===== src/rtl/tlb_pkg.sv =====
package tlb_pkg;
  localparam int LIN_W  = 20;
  localparam int SET_W  = 3;
  localparam int NSETS  = 1 << SET_W;
  localparam int TAG_W  = LIN_W - SET_W;
  localparam int PROT_W = 7;
  localparam int PPN_W  = 20;
  localparam int ATTR_W = 2;
  localparam int NWAYS  = 4;
  localparam int WAY_W  = $clog2(NWAYS);
  localparam int LRU_W  = NWAYS - 1;
  localparam int WORD_W = 32;

  typedef struct packed {
    logic              vld;
    logic [TAG_W-1:0]  tag;
    logic [PROT_W-1:0] prot;
    logic [PPN_W-1:0]  ppn;
    logic [ATTR_W-1:0] attr;
  } tlb_entry_t;

  // tree pseudo-LRU: point away from the touched way
  function automatic logic [LRU_W-1:0] plru_touch(input logic [LRU_W-1:0] cur,
                                                  input logic [WAY_W-1:0] way);
    logic [LRU_W-1:0] nxt;
    nxt = cur;
    if (!way[1]) begin
      nxt[0] = 1'b1;
      nxt[1] = ~way[0];
    end else begin
      nxt[0] = 1'b0;
      nxt[2] = ~way[0];
    end
    return nxt;
  endfunction
endpackage


===== src/rtl/tlb_way.sv =====
module tlb_way
  import tlb_pkg::*;
#(
  parameter int SetW  = SET_W,
  localparam int Sets = 1 << SetW
) (
  input  logic            clk_i,
  input  logic            rst_ni,
  input  logic            we_i,
  input  logic [SetW-1:0] wr_set_i,
  input  tlb_entry_t      wr_entry_i,
  input  logic [SetW-1:0] rd_set_i,
  output tlb_entry_t      rd_entry_o
);
  tlb_entry_t mem_q [Sets];

  always_ff @(posedge clk_i or negedge rst_ni) begin
    if (!rst_ni) begin
      for (int s = 0; s < Sets; s++) mem_q[s] <= '0;
    end else if (we_i) begin
      mem_q[wr_set_i] <= wr_entry_i;
    end
  end

  assign rd_entry_o = mem_q[rd_set_i];
endmodule


===== src/rtl/tlb_match.sv =====
module tlb_match
  import tlb_pkg::*;
(
  input  tlb_entry_t [NWAYS-1:0] ent_i,
  input  logic [TAG_W-1:0]       tag_i,
  input  logic [PROT_W-1:0]      prot_i,
  output logic                   hit_o,
  output logic [WAY_W-1:0]       way_o,
  output tlb_entry_t             ent_o
);
  logic [NWAYS-1:0] way_hit;

  for (genvar w = 0; w < NWAYS; w++) begin : g_cmp
    assign way_hit[w] = ent_i[w].vld && (ent_i[w].tag == tag_i) &&
                        (ent_i[w].prot == prot_i);
  end

  // lowest way wins
  always_comb begin
    hit_o = 1'b0;
    way_o = '0;
    ent_o = '0;
    for (int w = NWAYS - 1; w >= 0; w--) begin
      if (way_hit[w]) begin
        hit_o = 1'b1;
        way_o = WAY_W'(w);
        ent_o = ent_i[w];
      end
    end
  end
endmodule


===== src/rtl/tlb_plru.sv =====
module tlb_plru
  import tlb_pkg::*;
#(
  parameter int SetW  = SET_W,
  localparam int Sets = 1 << SetW
) (
  input  logic             clk_i,
  input  logic             rst_ni,
  input  logic [SetW-1:0]  set_i,
  input  logic             upd_i,
  input  logic [WAY_W-1:0] way_i,
  output logic [LRU_W-1:0] lru_o
);
  logic [LRU_W-1:0] lru_q [Sets];

  always_ff @(posedge clk_i or negedge rst_ni) begin
    if (!rst_ni) begin
      for (int s = 0; s < Sets; s++) lru_q[s] <= '0;
    end else if (upd_i) begin
      lru_q[set_i] <= plru_touch(lru_q[set_i], way_i);
    end
  end

  assign lru_o = lru_q[set_i];
endmodule


===== src/rtl/tlb_test_port.sv =====
module tlb_test_port
  import tlb_pkg::*;
(
  input  logic              clk_i,
  input  logic              rst_ni,
  input  logic              data_we_i,
  input  logic [WORD_W-1:0] data_i,
  input  logic              cmd_we_i,
  input  logic [WORD_W-1:0] cmd_i,
  output logic [WORD_W-1:0] result_o
);
  logic [PPN_W-1:0]  dr_ppn_q;
  logic [ATTR_W-1:0] dr_attr_q;
  logic [WAY_W-1:0]  dr_way_q;

  always_ff @(posedge clk_i or negedge rst_ni) begin
    if (!rst_ni) begin
      dr_ppn_q  <= '0;
      dr_attr_q <= '0;
      dr_way_q  <= '0;
    end else if (data_we_i) begin
      dr_ppn_q  <= data_i[31:12];
      dr_attr_q <= data_i[11:10];
      dr_way_q  <= data_i[3:2];
    end
  end

  // command decode
  logic [LIN_W-1:0]  lin;
  logic [SET_W-1:0]  set_idx;
  logic [TAG_W-1:0]  tag;
  logic [PROT_W-1:0] prot;
  logic              do_wr, do_lk;

  assign lin     = cmd_i[31:12];
  assign set_idx = lin[SET_W-1:0];
  assign tag     = lin[LIN_W-1:SET_W];
  assign prot    = cmd_i[11:5];
  assign do_wr   = cmd_we_i && !cmd_i[0];
  assign do_lk   = cmd_we_i && cmd_i[0];

  tlb_entry_t              wr_entry;
  tlb_entry_t [NWAYS-1:0]  rd_ent;

  assign wr_entry = '{vld: 1'b1, tag: tag, prot: prot, ppn: dr_ppn_q, attr: dr_attr_q};

  for (genvar w = 0; w < NWAYS; w++) begin : g_way
    tlb_way #(.SetW(SET_W)) u_way (
      .clk_i      (clk_i),
      .rst_ni     (rst_ni),
      .we_i       (do_wr && (dr_way_q == WAY_W'(w))),
      .wr_set_i   (set_idx),
      .wr_entry_i (wr_entry),
      .rd_set_i   (set_idx),
      .rd_entry_o (rd_ent[w])
    );
  end

  logic             hit;
  logic [WAY_W-1:0] hit_way;
  tlb_entry_t       hit_ent;
  logic [LRU_W-1:0] lru_cur;

  tlb_match u_match (
    .ent_i  (rd_ent),
    .tag_i  (tag),
    .prot_i (prot),
    .hit_o  (hit),
    .way_o  (hit_way),
    .ent_o  (hit_ent)
  );

  tlb_plru #(.SetW(SET_W)) u_plru (
    .clk_i  (clk_i),
    .rst_ni (rst_ni),
    .set_i  (set_idx),
    .upd_i  (do_lk && hit),
    .way_i  (hit_way),
    .lru_o  (lru_cur)
  );

  logic [WORD_W-1:0] result_d, result_q;

  assign result_d = hit ? {hit_ent.ppn, hit_ent.attr, lru_cur, 2'b00, 1'b1, hit_way, 2'b00}
                        : '0;

  always_ff @(posedge clk_i or negedge rst_ni) begin
    if (!rst_ni)    result_q <= '0;
    else if (do_lk) result_q <= result_d;
  end

  assign result_o = result_q;
endmodule


===== config.mk =====
export PLATFORM = sky130hd
export DESIGN_NAME = tlb_test_port
export DESIGN_NICKNAME = d
export VERILOG_FILES = /design/src/rtl/tlb_pkg.sv /design/src/rtl/tlb_way.sv /design/src/rtl/tlb_match.sv /design/src/rtl/tlb_plru.sv /design/src/rtl/tlb_test_port.sv
export SDC_FILE = /design/constraint.sdc
export NUM_CORES = 2
export LEC_CHECK = 0
export BUFFER_PORTS_ARGS = -buffer_cell sky130_fd_sc_hd__buf_2
export CORE_MARGIN = 5
export CORE_UTILIZATION = 51
export CTS_CLUSTER_DIAMETER = 80
export DETAILED_ROUTE_END_ITERATION = 10
export PLACE_DENSITY = 0.67
export SYNTH_ARGS = -nofsm -noshare
export SYNTH_HDL_FRONTEND = slang
export SYNTH_SLANG_ARGS = --single-unit

===== constraint.sdc =====
create_clock -name clk_i -period 6.15 [get_ports clk_i]
set_clock_uncertainty 0.2 [all_clocks]
set_input_delay 0.3075 -clock clk_i [delete_from_list [all_inputs] [get_ports clk_i]]
set_output_delay 0.3075 -clock clk_i [all_outputs]
set_load 0.02 [all_outputs]

# Word level (Yosys, flattened, before mapping)
# Index checks and enable logic that the tools add are counted.
# word_totals
reg_bits,1584
# op_classes
magnitude_cmp,2
eq_ne,11
muxes,43
bitwise_logic,2
n_reduce_logical,18
# ops
operator,count
$bwmux W376,4
$bmux W47 S3,4
$mux W47,9
$demux W47 S3,1
$mux W22,4
$eq A17 B17 Y1,4
$mux W32,1
$eq A7 B7 Y1,4
$bwmux W24,1
$logic_and A1 B1 Y1,16
$mux W1,10
$bmux W3 S3,1
$demux W3 S3,1
$mux W3,3
$mux W2,4
$eq A2 B2 Y1 const B,2
$ge A4 B4 Y1 const B,1
$lt A4 B1 Y1 const B,1
$not A3 Y4,1
$eq A2 B1 Y1 const B,1
$logic_not A2 Y1,1
$logic_not A1 Y1,1
$not A1 Y1,1

# Longest topological paths before layout
# logic_depth
depth_word,15
mapped_depth,20

# Modules after synthesis
# Synthesis repeated with hierarchy kept, for this count alone.
# unflattened
cells_unflattened,4580
area_unflattened_um2,72812.3
# by_module_without_submodules
module,instances,cells_each,area_each_um2
tlb_way,4,967,16731.0
tlb_match,1,411,2548.7
tlb_test_port,1,185,2183.3
tlb_plru,1,116,1156.1

# Least setup slack after synthesis
# No wires, ideal clock.
# synth_path
kind,input -> register
from,in cmd_i[12]
to,reg result_q[7] (netlist: result_o[7])
arrival_ns,3.538
required_time_ns,5.873
path_slack_ns,2.335
path_stages,14
path_buffers,4
path_cell_list,buf_6 -> buf_6 -> buf_2 -> mux4_2 -> nor2_1 -> a221oi_1 -> xor2_1 -> or3_1 -> or4_1 -> nor4_2 -> buf_2 -> nor3b_1 -> or4_1 -> o21ai_1
# synth_via
elab_chain_len,12
word_cells_on_any_way,37
# synth_rtl
element,line,text
start: declaration,tlb_test_port.sv:9,"input logic [WORD_W-1:0] cmd_i,"
$not A3 Y4 (implied by the code) (*),"tlb_way.sv:25, tlb_plru.sv:24",
$bmux W47 S3,tlb_way.sv:25,assign rd_entry_o = mem_q[rd_set_i];
$mux W47 (implied by the code) (2 in a row),tlb_way.sv:25,
$eq A17 B17 Y1,tlb_match.sv:14,assign way_hit[w] = ent_i[w].vld && (ent_i[w].tag == tag_i) &&
$logic_and A1 B1 Y1 (2 in a row),tlb_match.sv:14,
$mux W1 (4 in a row),tlb_match.sv:24,if (way_hit[w]) begin
$mux W32 (*),tlb_test_port.sv:84,"assign result_d = hit ? {hit_ent.ppn, hit_ent.attr, lru_cur, 2'b00, 1'b1, hit_way, 2'b00}"
end signal: assignment,tlb_test_port.sv:89,else if (do_lk) result_q <= result_d;
end: declaration,tlb_test_port.sv:82,"logic [WORD_W-1:0] result_d, result_q;"
# Every way passes the cells marked *; elsewhere a longest branch is shown, timed or not. The select of a mux whose other input is x is not followed.
# A chain may end at the register's enable or synchronous reset.

# Worst setup path in the final report
# layout_path
from,in cmd_i[12]
to,reg u_plru.lru_q[14] (netlist name)
# layout_via
elab_chain_len,15
word_cells_on_any_way,50
# layout_rtl
element,line,text
$not A3 Y4 (implied by the code) (*),"tlb_way.sv:25, tlb_plru.sv:20",
$bmux W47 S3,tlb_way.sv:25,
$mux W47 (implied by the code) (2 in a row),tlb_way.sv:25,
$eq A17 B17 Y1,tlb_match.sv:14,
$logic_and A1 B1 Y1 (2 in a row),tlb_match.sv:14,
$mux W2 (4 in a row),tlb_match.sv:24,
$not A1 Y1,tlb_pkg.sv:32,nxt[2] = ~way[0];
$mux W1,tlb_pkg.sv:27,if (!way[1]) begin
$mux W1,tlb_plru.sv:19,end else if (upd_i) begin
$bwmux W24,tlb_plru.sv:20,"lru_q[set_i] <= plru_touch(lru_q[set_i], way_i);"
end signal: indexed assignment,tlb_plru.sv:20,
end: declaration,tlb_plru.sv:14,logic [LRU_W-1:0] lru_q [Sets];
# Marked as above.

==> out/qor.yml <==
status: "finished, violations left"
violations: "hold timing"
grt_pass1_wl_um: 309000
layout_commonest_cell: "mux2_2"
finalPower_w: 0.0266
final_util: 0.571
cts_buffers: 165
cts_tree: "built"
timing.setup.tns_ps: 0
wl_um: 206000
ctsHtreeMaxLevel: 4
path_clk_slew_ps: 60
seq_area_frac_synth: 0.556
area_growth_syn_to_layout_pct: 11.7
fmax_ghz: 0.208
power_switching_w: 0.00678
rsz0062_at_grt: "no"
post_dp_cell_area_sq_mm: 0.0735
maxSlewHeadroom: 0.125
numClockSinks: 1580
vias_per_cell: 6.33
cts_setup_buffers: 0
critPathSlowestCell: "a21boi_0"
dieArea_sq_mm: 0.147
arrival_ps: 5280
setup_ws_ps: 1340
seq_power_share: 0.490
r2r_end: "u_plru.lru_q[14]"
hold_slack_ps: -29.3
die_y_um: 383
tightest_slew_ps: 1310
max_stage_delay_ps: 880
fp.coreArea_sq_mm: 0.139
sw_frac_of_total: 0.255
crit_path_end_kind: "flip-flop"
yosys_register_bits: 1580
syn_inst: 5148
final-hold-violation-count: 5
critPathKind: "input pin to flip-flop"
final_antenna_net_count: 0
final_cell_mix: "mux2_2, dfrtp_1, mux2i_1"
r2r_start: "g_way[3].u_way.mem_q[271]"
ys.flop_type: "dfrtp_1"
final_area_sq_mm: 0.0794
setup_violations: 0
first_iter_violations: 4197
startpoint: "cmd_i[12]"
drc_errors: 0
drt_first_pass_iters: 6
initial_core_util: 0.511
maxCapViolCount: 0
io_pins: 100
yosys_warnings: 0
wl_per_cell_um: 29.1
clockBufferDepth: 3
clkPwrFrac: 0.375
dp_hpwl_um: 118000
intPower_w: 0.0198
antenna_found_initial: 7
min_path_type: "input pin to async pin"
powerDensity_mw_per_mm2: 335
r2r_slack_ps: 1490
post_cts_resized: 0
fin_crit_sh: 0.781
place_congestion: 0.819
grt_use_total: 0.282
post-place-ws_ps: 749
ir_drop_mv: 0.242
root_buffer: "clkbuf_16"
fin_nets: 5152
cp_cell_sequence: "buf_8 > buf_4 > and3b_1 > buf_4 > a22oi_1 > and4_1 > xor2_1 > and4_1 > and3_1 > a21boi_0 > nand3b_1 > a21oi_1 > a21oi_1"
cp-endpoint: "u_plru.lru_q[14]"
synth_area_sq_mm: 0.0711
synth-edff-count: 0
vias: 44800
r2r_cells: 10
startpoint_type: "input pin"
synth.avg_cell_area_sq_um: 13.8
overflow: 0
synth_cell_type_count: 69
port_buffers: 83
grt_max_degree: 183
ctsHoldBuffers: 43
first_global_vias: 46400
rows: 137
fp.dieW_um: 383
period_needed_ps: 4810
drive_above_1_share: 0.434
cellLeakagePower_nw: 37.8
critical_path.max_fanout: 66
clock_latency_ps: 810
async_flop_share: 1.00
cp.required_ps: 6620
maxSlewViolCount: 0
p_comb_frac: 0.135
[final cells by class]
type / count / area, sq um
fill: 11100 / 59600
clock buffer: 247 / 4880
multi-input combinational: 3046 / 29700
inverter: 6 / 23.8
sequential: 1580 / 39500
tap: 1876 / 2350
clock inverter: 47 / 541
timing repair buffer: 285 / 2340
antenna: 2 / 5.00
[worst max-delay path: cells and delay by family]
kind | cells | cell delay [ps]
AND/OR/NAND/NOR | 5 | 1920
XOR/XNOR | 1 | 140
buffers and inverters | 3 | 1380
AO/OA/AOI/OAI | 4 | 1390
[worst min path at each step]
stage                                      to  cells after the start
floorplan                        dr_attr_q[0]                      0
global placement                  dr_ppn_q[7]                      1
detailed placement                dr_ppn_q[7]                      1
CTS                   g_way[0].u_way.mem_q[8]                      2
global route        g_way[3].u_way.mem_q[211]                      3
finish              g_way[2].u_way.mem_q[338]                      2
[synth_stat cells, types with 12 or more instances]
library cell / instances / area [sq um]
xnor2_1: 46 / 403
clkbuf_1: 347 / 1300
nand2b_1: 30 / 188
a22oi_1: 75 / 563
o22ai_1: 202 / 1260
buf_6: 12 / 135
a31oi_1: 18 / 113
buf_2: 67 / 335
a221oi_1: 26 / 228
a211oi_1: 12 / 90.1
o21ai_0: 95 / 475
nor2_1: 94 / 353
a21oi_1: 81 / 405
buf_1: 77 / 289
nand3_1: 13 / 65.1
mux4_2: 89 / 2000
mux2_2: 1598 / 18000
o22a_1: 21 / 184
or2_2: 12 / 75.1
nor4_1: 17 / 106
nand2_1: 128 / 480
dfrtp_1: 1580 / 39500
mux2i_1: 205 / 2050
buf_4: 15 / 113
xor2_1: 32 / 280
a2111oi_0: 12 / 105
o221ai_1: 74 / 648
or4_1: 13 / 97.6
or3_1: 13 / 81.3
[metrics by stage]
stage / cells / hold slack [ps]
floorplan: 5151 / -188
global placement: 6750 / 244
detailed placement: 6750 / 247
CTS: 7087 / 7.83
global route: 7087 / 44.0
finish: 7089 / -29.3
[sequential cells by signal (all words and copies together), names as in the netlist]
register	flops
dr_way_q	2
u_plru.lru_q	24
g_way.u_way.mem_q	1504
dr_attr_q	2
dr_ppn_q	20
result_o	28
[cells by family (layout without fill, tap and decap cells)]
| logic type | count (synthesis) | after routing | share of synthesized area |
|---|---|---|---|
| AO/OA/AOI/OAI | 684 | 684 | 0.0658 |
| flip-flops | 1580 | 1580 | 0.556 |
| other | 1 | 6 | 0.0000527 |
| multiplexers | 1894 | 1894 | 0.311 |
| AND/OR/NAND/NOR | 386 | 386 | 0.0267 |
| buffers and inverters | 525 | 585 | 0.0311 |
| XOR/XNOR | 78 | 78 | 0.00961 |
[layer usage]
layer,vias up,track usage,routed length (um)
met4,2,0.0963,7270
met3,397,0.0618,15000
met1,24100,0.401,90800
li1,18800,-,-
met5,-,0,11
met2,1493,0.434,93300
[power by group through the flow]
stage / sequential [W] / combinational, W / clock (W)
3_3_place_gp: 0.0131 / 0.00346 / 0
2_1_floorplan: 0.0128 / 0.00273 / 0
6_report: 0.0130 / 0.00358 / 0.00998
3_5_place_dp: 0.0132 / 0.00356 / 0
5_1_grt: 0.0132 / 0.00391 / 0.0106
4_1_cts: 0.0130 / 0.00360 / 0.0101
No activity file was read; power rests on OpenSTA's default activity.
